<file path="config.mk">
export PLATFORM = sky130hd
export DESIGN_NAME = irq_vector_ctrl
export DESIGN_NICKNAME = d
export VERILOG_FILES = /design/src/rtl/vic_pkg.sv /design/src/rtl/vic_capture.sv /design/src/rtl/vic_prio.sv /design/src/rtl/vic_regs.sv /design/src/rtl/irq_vector_ctrl.sv
export SDC_FILE = /design/constraint.sdc
export NUM_CORES = 1
export LEC_CHECK = 0
export ABC_AREA = 0
export BUFFER_PORTS_ARGS = -buffer_cell sky130_fd_sc_hd__buf_2
export CORE_MARGIN = 4
export CORE_UTILIZATION = 35
export DETAILED_ROUTE_END_ITERATION = 10
export HOLD_SLACK_MARGIN = 0.15
export PLACE_DENSITY_LB_ADDON = 0.12
export SLEW_MARGIN = 5
export SYNTH_ARGS = -nofsm -noshare
export SYNTH_HDL_FRONTEND = slang
export SYNTH_SLANG_ARGS = --single-unit
</file>
<file path="constraint.sdc">
create_clock -name clk -period 4.7 [get_ports clk]
set_input_delay 0.94 -clock clk [delete_from_list [all_inputs] [get_ports clk]]
set_output_delay 0.94 -clock clk [all_outputs]
set_load 0.02 [all_outputs]
</file>
<file path="src/rtl/vic_pkg.sv">
package vic_pkg;
    localparam int DATA_W = 32;

    typedef enum logic [2:0] {
        W_STATUS = 3'd0,
        W_PEND   = 3'd1,
        W_ENABLE = 3'd2,
        W_ACK    = 3'd3,
        W_SETEN  = 3'd4,
        W_CLREN  = 3'd5,
        W_VECTOR = 3'd6,
        W_MASTER = 3'd7
    } word_sel_e;

    typedef struct packed {
        logic line_en;
        logic glob_en;
    } master_t;

    function automatic logic gate_open(master_t m);
        return m.line_en & m.glob_en;
    endfunction
endpackage

</file>
<file path="src/rtl/vic_capture.sv">
module vic_capture #(
    parameter int NUM_IN = 32,
    parameter logic [NUM_IN-1:0] EDGE_MASK = '0
) (
    input  logic              clk,
    input  logic              rst,
    input  logic [NUM_IN-1:0] lines,
    input  logic [NUM_IN-1:0] ack_mask,
    output logic [NUM_IN-1:0] status
);
    logic [NUM_IN-1:0] prev;
    logic [NUM_IN-1:0] hit;

    for (genvar i = 0; i < NUM_IN; i++) begin : g_bit
        if (EDGE_MASK[i]) begin : g_edge
            assign hit[i] = lines[i] & ~prev[i];
        end else begin : g_level
            assign hit[i] = lines[i];
        end
    end

    always_ff @(posedge clk) begin
        if (rst) begin
            prev   <= '0;
            status <= '0;
        end else begin
            prev   <= lines;
            status <= (status & ~ack_mask) | hit;
        end
    end
endmodule

</file>
<file path="src/rtl/vic_prio.sv">
module vic_prio #(
    parameter int NUM_IN = 32,
    localparam int IDX_W = (NUM_IN > 1) ? $clog2(NUM_IN) : 1
) (
    input  logic [NUM_IN-1:0] req,
    output logic              found,
    output logic [IDX_W-1:0]  idx
);
    always_comb begin
        idx = '1;
        for (int i = NUM_IN - 1; i >= 0; i--) begin
            if (req[i]) idx = IDX_W'(i);
        end
        found = |req;
    end
endmodule

</file>
<file path="src/rtl/vic_regs.sv">
module vic_regs
    import vic_pkg::*;
#(
    parameter int NUM_IN = 32,
    parameter int ADDR_W = 5,
    localparam int IDX_W = (NUM_IN > 1) ? $clog2(NUM_IN) : 1
) (
    input  logic              clk,
    input  logic              rst,
    input  logic [ADDR_W-1:0] bus_addr,
    input  logic              bus_wr,
    input  logic [DATA_W-1:0] bus_wdata,
    output logic [DATA_W-1:0] bus_rdata,
    input  logic [NUM_IN-1:0] status,
    input  logic [NUM_IN-1:0] pending,
    input  logic              found,
    input  logic [IDX_W-1:0]  idx,
    output logic [NUM_IN-1:0] enable,
    output logic [NUM_IN-1:0] ack_mask,
    output master_t           master
);
    word_sel_e         sel;
    logic [NUM_IN-1:0] wmask;
    logic [DATA_W-1:0] vec_word;

    assign sel      = word_sel_e'(bus_addr[4:2]);
    assign wmask    = bus_wdata[NUM_IN-1:0];
    assign ack_mask = (bus_wr && sel == W_ACK) ? wmask : '0;
    assign vec_word = found ? DATA_W'(idx) : '1;

    always_ff @(posedge clk) begin
        if (rst) begin
            enable <= '0;
            master <= '0;
        end else if (bus_wr) begin
            case (sel)
                W_ENABLE: enable <= wmask;
                W_SETEN:  enable <= enable | wmask;
                W_CLREN:  enable <= enable & ~wmask;
                W_MASTER: master <= master_t'(bus_wdata[1:0]);
                default:  ;
            endcase
        end
    end

    always_comb begin
        case (sel)
            W_STATUS: bus_rdata = DATA_W'(status);
            W_PEND:   bus_rdata = DATA_W'(pending);
            W_ENABLE: bus_rdata = DATA_W'(enable);
            W_VECTOR: bus_rdata = vec_word;
            W_MASTER: bus_rdata = DATA_W'(master);
            default:  bus_rdata = '0;
        endcase
    end
endmodule

</file>
<file path="src/rtl/irq_vector_ctrl.sv">
module irq_vector_ctrl
    import vic_pkg::*;
#(
    parameter int NUM_IN = 32,
    parameter logic [NUM_IN-1:0] EDGE_MASK = '0,
    parameter int ADDR_W = 5,
    localparam int IDX_W = (NUM_IN > 1) ? $clog2(NUM_IN) : 1
) (
    input  logic              clk,
    input  logic              rst,
    input  logic [NUM_IN-1:0] irq_in,
    input  logic [ADDR_W-1:0] bus_addr,
    input  logic              bus_wr,
    input  logic [31:0]       bus_wdata,
    output logic [31:0]       bus_rdata,
    output logic              irq_req,
    output logic [IDX_W-1:0]  irq_num
);
    logic [NUM_IN-1:0] status;
    logic [NUM_IN-1:0] enable;
    logic [NUM_IN-1:0] ack_mask;
    logic [NUM_IN-1:0] pending;
    logic              found;
    logic [IDX_W-1:0]  idx;
    master_t           master;

    vic_capture #(.NUM_IN(NUM_IN), .EDGE_MASK(EDGE_MASK)) u_cap (
        .clk(clk), .rst(rst), .lines(irq_in),
        .ack_mask(ack_mask), .status(status)
    );

    assign pending = status & enable;

    vic_prio #(.NUM_IN(NUM_IN)) u_prio (
        .req(pending), .found(found), .idx(idx)
    );

    vic_regs #(.NUM_IN(NUM_IN), .ADDR_W(ADDR_W)) u_regs (
        .clk(clk), .rst(rst), .bus_addr(bus_addr), .bus_wr(bus_wr),
        .bus_wdata(bus_wdata), .bus_rdata(bus_rdata), .status(status),
        .pending(pending), .found(found), .idx(idx), .enable(enable),
        .ack_mask(ack_mask), .master(master)
    );

    assign irq_req = found & gate_open(master);
    assign irq_num = idx;
endmodule

</file>
==> impl_metrics.py <==
metrics = {
    "run_status": {
        "status": "complete, no violations",
    },
    "route": {
        "drt-wirelength-per-cell_um": 17.0,
        "drc": 0,
        "vias_per_cell": 5.50,
        "detail-route-antenna-nets": 0,
        "drtIter0Drc": 262,
        "drt-total-wl_um": 12900,
        "dr.pass1.iters": 5,
        "via_count": 4167,
    },
    "final_layout": {
        "final_nets": 689,
        "multi_input_area_sq_mm": 0.00213,
        "fin_util_pct": 43.8,
        "register_area_sq_mm": 0.00132,
        "diodes": 0,
        "nFillCells": 1094,
        "area_growth_pct": 21.6,
        "fin_area_sq_mm": 0.00452,
        "final_layout_size_suffix_gt1_share_pct": 21.5,
    },
    "timing": {
        "rsz0062_at_grt": "false",
        "period_minus_slack_ps": 4110,
        "setup-tns-final_ps": 0,
        "finalSetupViolCount": 0,
        "final-hold-violation-count": 0,
        "slew_headroom_pct": 49.0,
        "drv_slew": 0,
        "worst_pin_slew_ps": 765,
        "finClkSkew_ps": 0,
        "period_share_pct": 87.4,
        "max_freq_mhz": 244,
    },
    "grt": {
        "antenna_found_initial": 0,
        "gr-total-overflow": 0,
        "grt_pass1_vias": 4157,
        "grt_pass1_wl_um": 21000,
        "grt_start_max_net_pins": 56,
        "grt_usage_pct": 20.7,
    },
    "power_and_ir_drop": {
        "swShare_pct": 33.2,
        "combPwrFrac_pct": 23.1,
        "intPower_mw": 0.910,
        "vdd_ir_drop_max_uv": 132,
        "power.leakage_nw": 1.95,
        "power.density_mw_per_mm2": 301,
        "seq_power_share_pct": 45.8,
        "power.net_switching_mw": 0.452,
        "clkPwrFrac_pct": 31.1,
    },
    "synth": {
        "synth_common_cells": "nor2_1, a22oi_1, dfxtp_1, o21ai_1, o21ai_0",
        "async_flop_share_pct": 0,
        "synth_cell_type_count": 39,
        "synth_area_leaders": "dfxtp_1, a22oi_1, nor2_1",
        "synth-seq-cells": 66,
        "synth_edf_count": 0,
        "syn_area_sq_mm": 0.00372,
        "yosysTopAreaCellShare_pct": 35.5,
        "ys_warn_count": 0,
        "syn_inst": 526,
        "post_synth.cell_area_avg_sq_um": 7.07,
        "synth_top_area_cell": "dfxtp_1",
        "ys.flop_type": "dfxtp_1",
        "syn-num-nets": 598,
        "yosysSeqAreaShare_pct": 35.5,
        "synth.most_common_cell": "nor2_1",
    },
    "die": {
        "std_cell_rows": 37,
        "initial_core_util_pct": 36.0,
        "core_sq_mm": 0.0103,
        "dieArea_sq_mm": 0.0123,
        "pin_count": 110,
        "die_x_um": 111,
        "fp.dieH_um": 111,
    },
    "placed_design": {
        "io_buffer_count": 107,
        "gp_congestion": 0.763,
        "place_area_sq_mm": 0.00436,
        "dpl.hpwl_um": 8510,
    },
    "setup_path": {
        "crit_path_max_incr_delay_ps": 600,
        "critical_path_class": "in2out",
        "path_buf_inv": 2,
        "rr_worst_depth": 4,
        "worstSetupStartpointType": "input port",
        "worstPathMaxFanout": 40,
        "path_depth": 6,
        "cp_slowest_cell": "nand3_2",
        "cp.arrival_ps": 3170,
        "crit_path_frequent_cell": "buf_2",
        "path_cells": "buf_2 > nand2b_1 > nor2_1 > nand3_2 > o21ai_1 > buf_2",
        "endpoint_kind": "primary output",
        "crit_required_ps": 3760,
        "crit_family": "simple AND/OR/NAND/NOR gates",
    },
    "clocking": {
        "clk_path_buf_depth": 2,
        "clkLatencyLatePin_ps": 340,
        "root_buffer": "clkbuf_8",
        "cts_resized": 0,
        "ctsHoldBuffers": 0,
        "cts.htree.levels": 3,
        "cts_tree": "yes",
        "cts_made_buffers": 9,
        "path_clk_slew_ps": 70,
        "cts.sinks": 66,
        "cts_setup_buffers": 0,
    },
    "hold_path": {
        "hp-class": "reg2reg",
        "holdPathStages": 2,
    },
    "job": {
        "drv_cap": 0,
    },
}
-- sequential cells by signal, summed over array words and instances (netlist names) --
register	count
u_cap.status	32
u_regs.master	2
u_regs.enable	32
-- layout by cell type, fill, tap and decap left out, drive strengths merged, types with 3 or more instances in the layout --
cell type  synthesis  routed
clkbuf            30      13
a22oi             76      76
a22o               6       6
nand4              5       5
a21oi             36      36
nand2             27      27
nand3              4       4
buf                6     116
nor2             102     102
clkinv             0       3
o21ai             99      99
a32o               4       4
inv               34      34
dfxtp             66      66
-- through the flow --
| stage | power, mW | hold WS [ps] | std cells | worst slack [ps] |
|---|---|---|---|---|
| floorplan | 0.826 | 486 | 526 | 1590 |
| global placement | 0.945 | 501 | 742 | 649 |
| detailed placement | 0.950 | 523 | 742 | 581 |
| CTS | 1.37 | 543 | 758 | 584 |
| global route | 1.44 | 571 | 758 | 320 |
| finish | 1.36 | 540 | 758 | 594 |
-- power groups by stage --
stage | logic, mW | registers (mW) | clock network [mW]
after CTS | 0.316 | 0.623 | 0.435
after detailed placement | 0.314 | 0.635 | 0
after global placement | 0.310 | 0.635 | 0
after global routing | 0.350 | 0.628 | 0.462
final | 0.315 | 0.624 | 0.423
after floorplan | 0.200 | 0.626 | 0
-- logic make-up (layout without fill, tap and decap cells) --
| kind of cell | Yosys count | count (layout) | share of synthesized area, % |
|---|---|---|---|
| AOI/OAI and AO/OA | 236 | 236 | 39.3 |
| xor gates and xnor gates | 1 | 1 | 0.236 |
| buffers and inverters | 70 | 166 | 7.27 |
| DFF | 66 | 66 | 35.5 |
| muxes | 2 | 2 | 0.538 |
| and+or+nand+nor | 151 | 151 | 17.1 |
-- worst register-to-register path, delay by kind of cell, from the launching register on --
kind / cells / cell delay (ps)
simple gates: 2 / 120
flops: 1 / 430
compound gates: 1 / 120
buf+inv: 1 / 80
-- area by class of cell --
| type | instances | share of cell area, % |
|---|---|---|
| multi-input cells | 390 | 47.2 |
| flip-flops and latches | 66 | 29.2 |
| repair buffers | 116 | 13.3 |
| well taps | 136 | 3.76 |
| clock buffers | 13 | 3.29 |
| inverters | 34 | 2.82 |
| clock inverters | 3 | 0.332 |
-- routing by layer --
metal	track usage, %	routed length (um)	up-vias
li1	-	-	2075
met1	26.1	5800	1936
met2	34.8	6000	136
met3	5.24	817	20
met4	6.57	250	0
met5	0	0	-
-- path summary, 6_finish.rpt --
kind	start	to	slack [ps]
worst max-delay path	bus_addr[3]	bus_rdata[30]	590
worst min-delay path	u_regs.enable[1]$_SDFFE_PP0P_	u_regs.enable[1]$_SDFFE_PP0P_	540
worst min register to register	u_regs.enable[1]$_SDFFE_PP0P_	u_regs.enable[1]$_SDFFE_PP0P_	540
worst max register to register	u_cap.status[26]$_SDFF_PP0_	u_cap.status[26]$_SDFF_PP0_	3880
No activity file was read; power rests on OpenSTA's default activity.
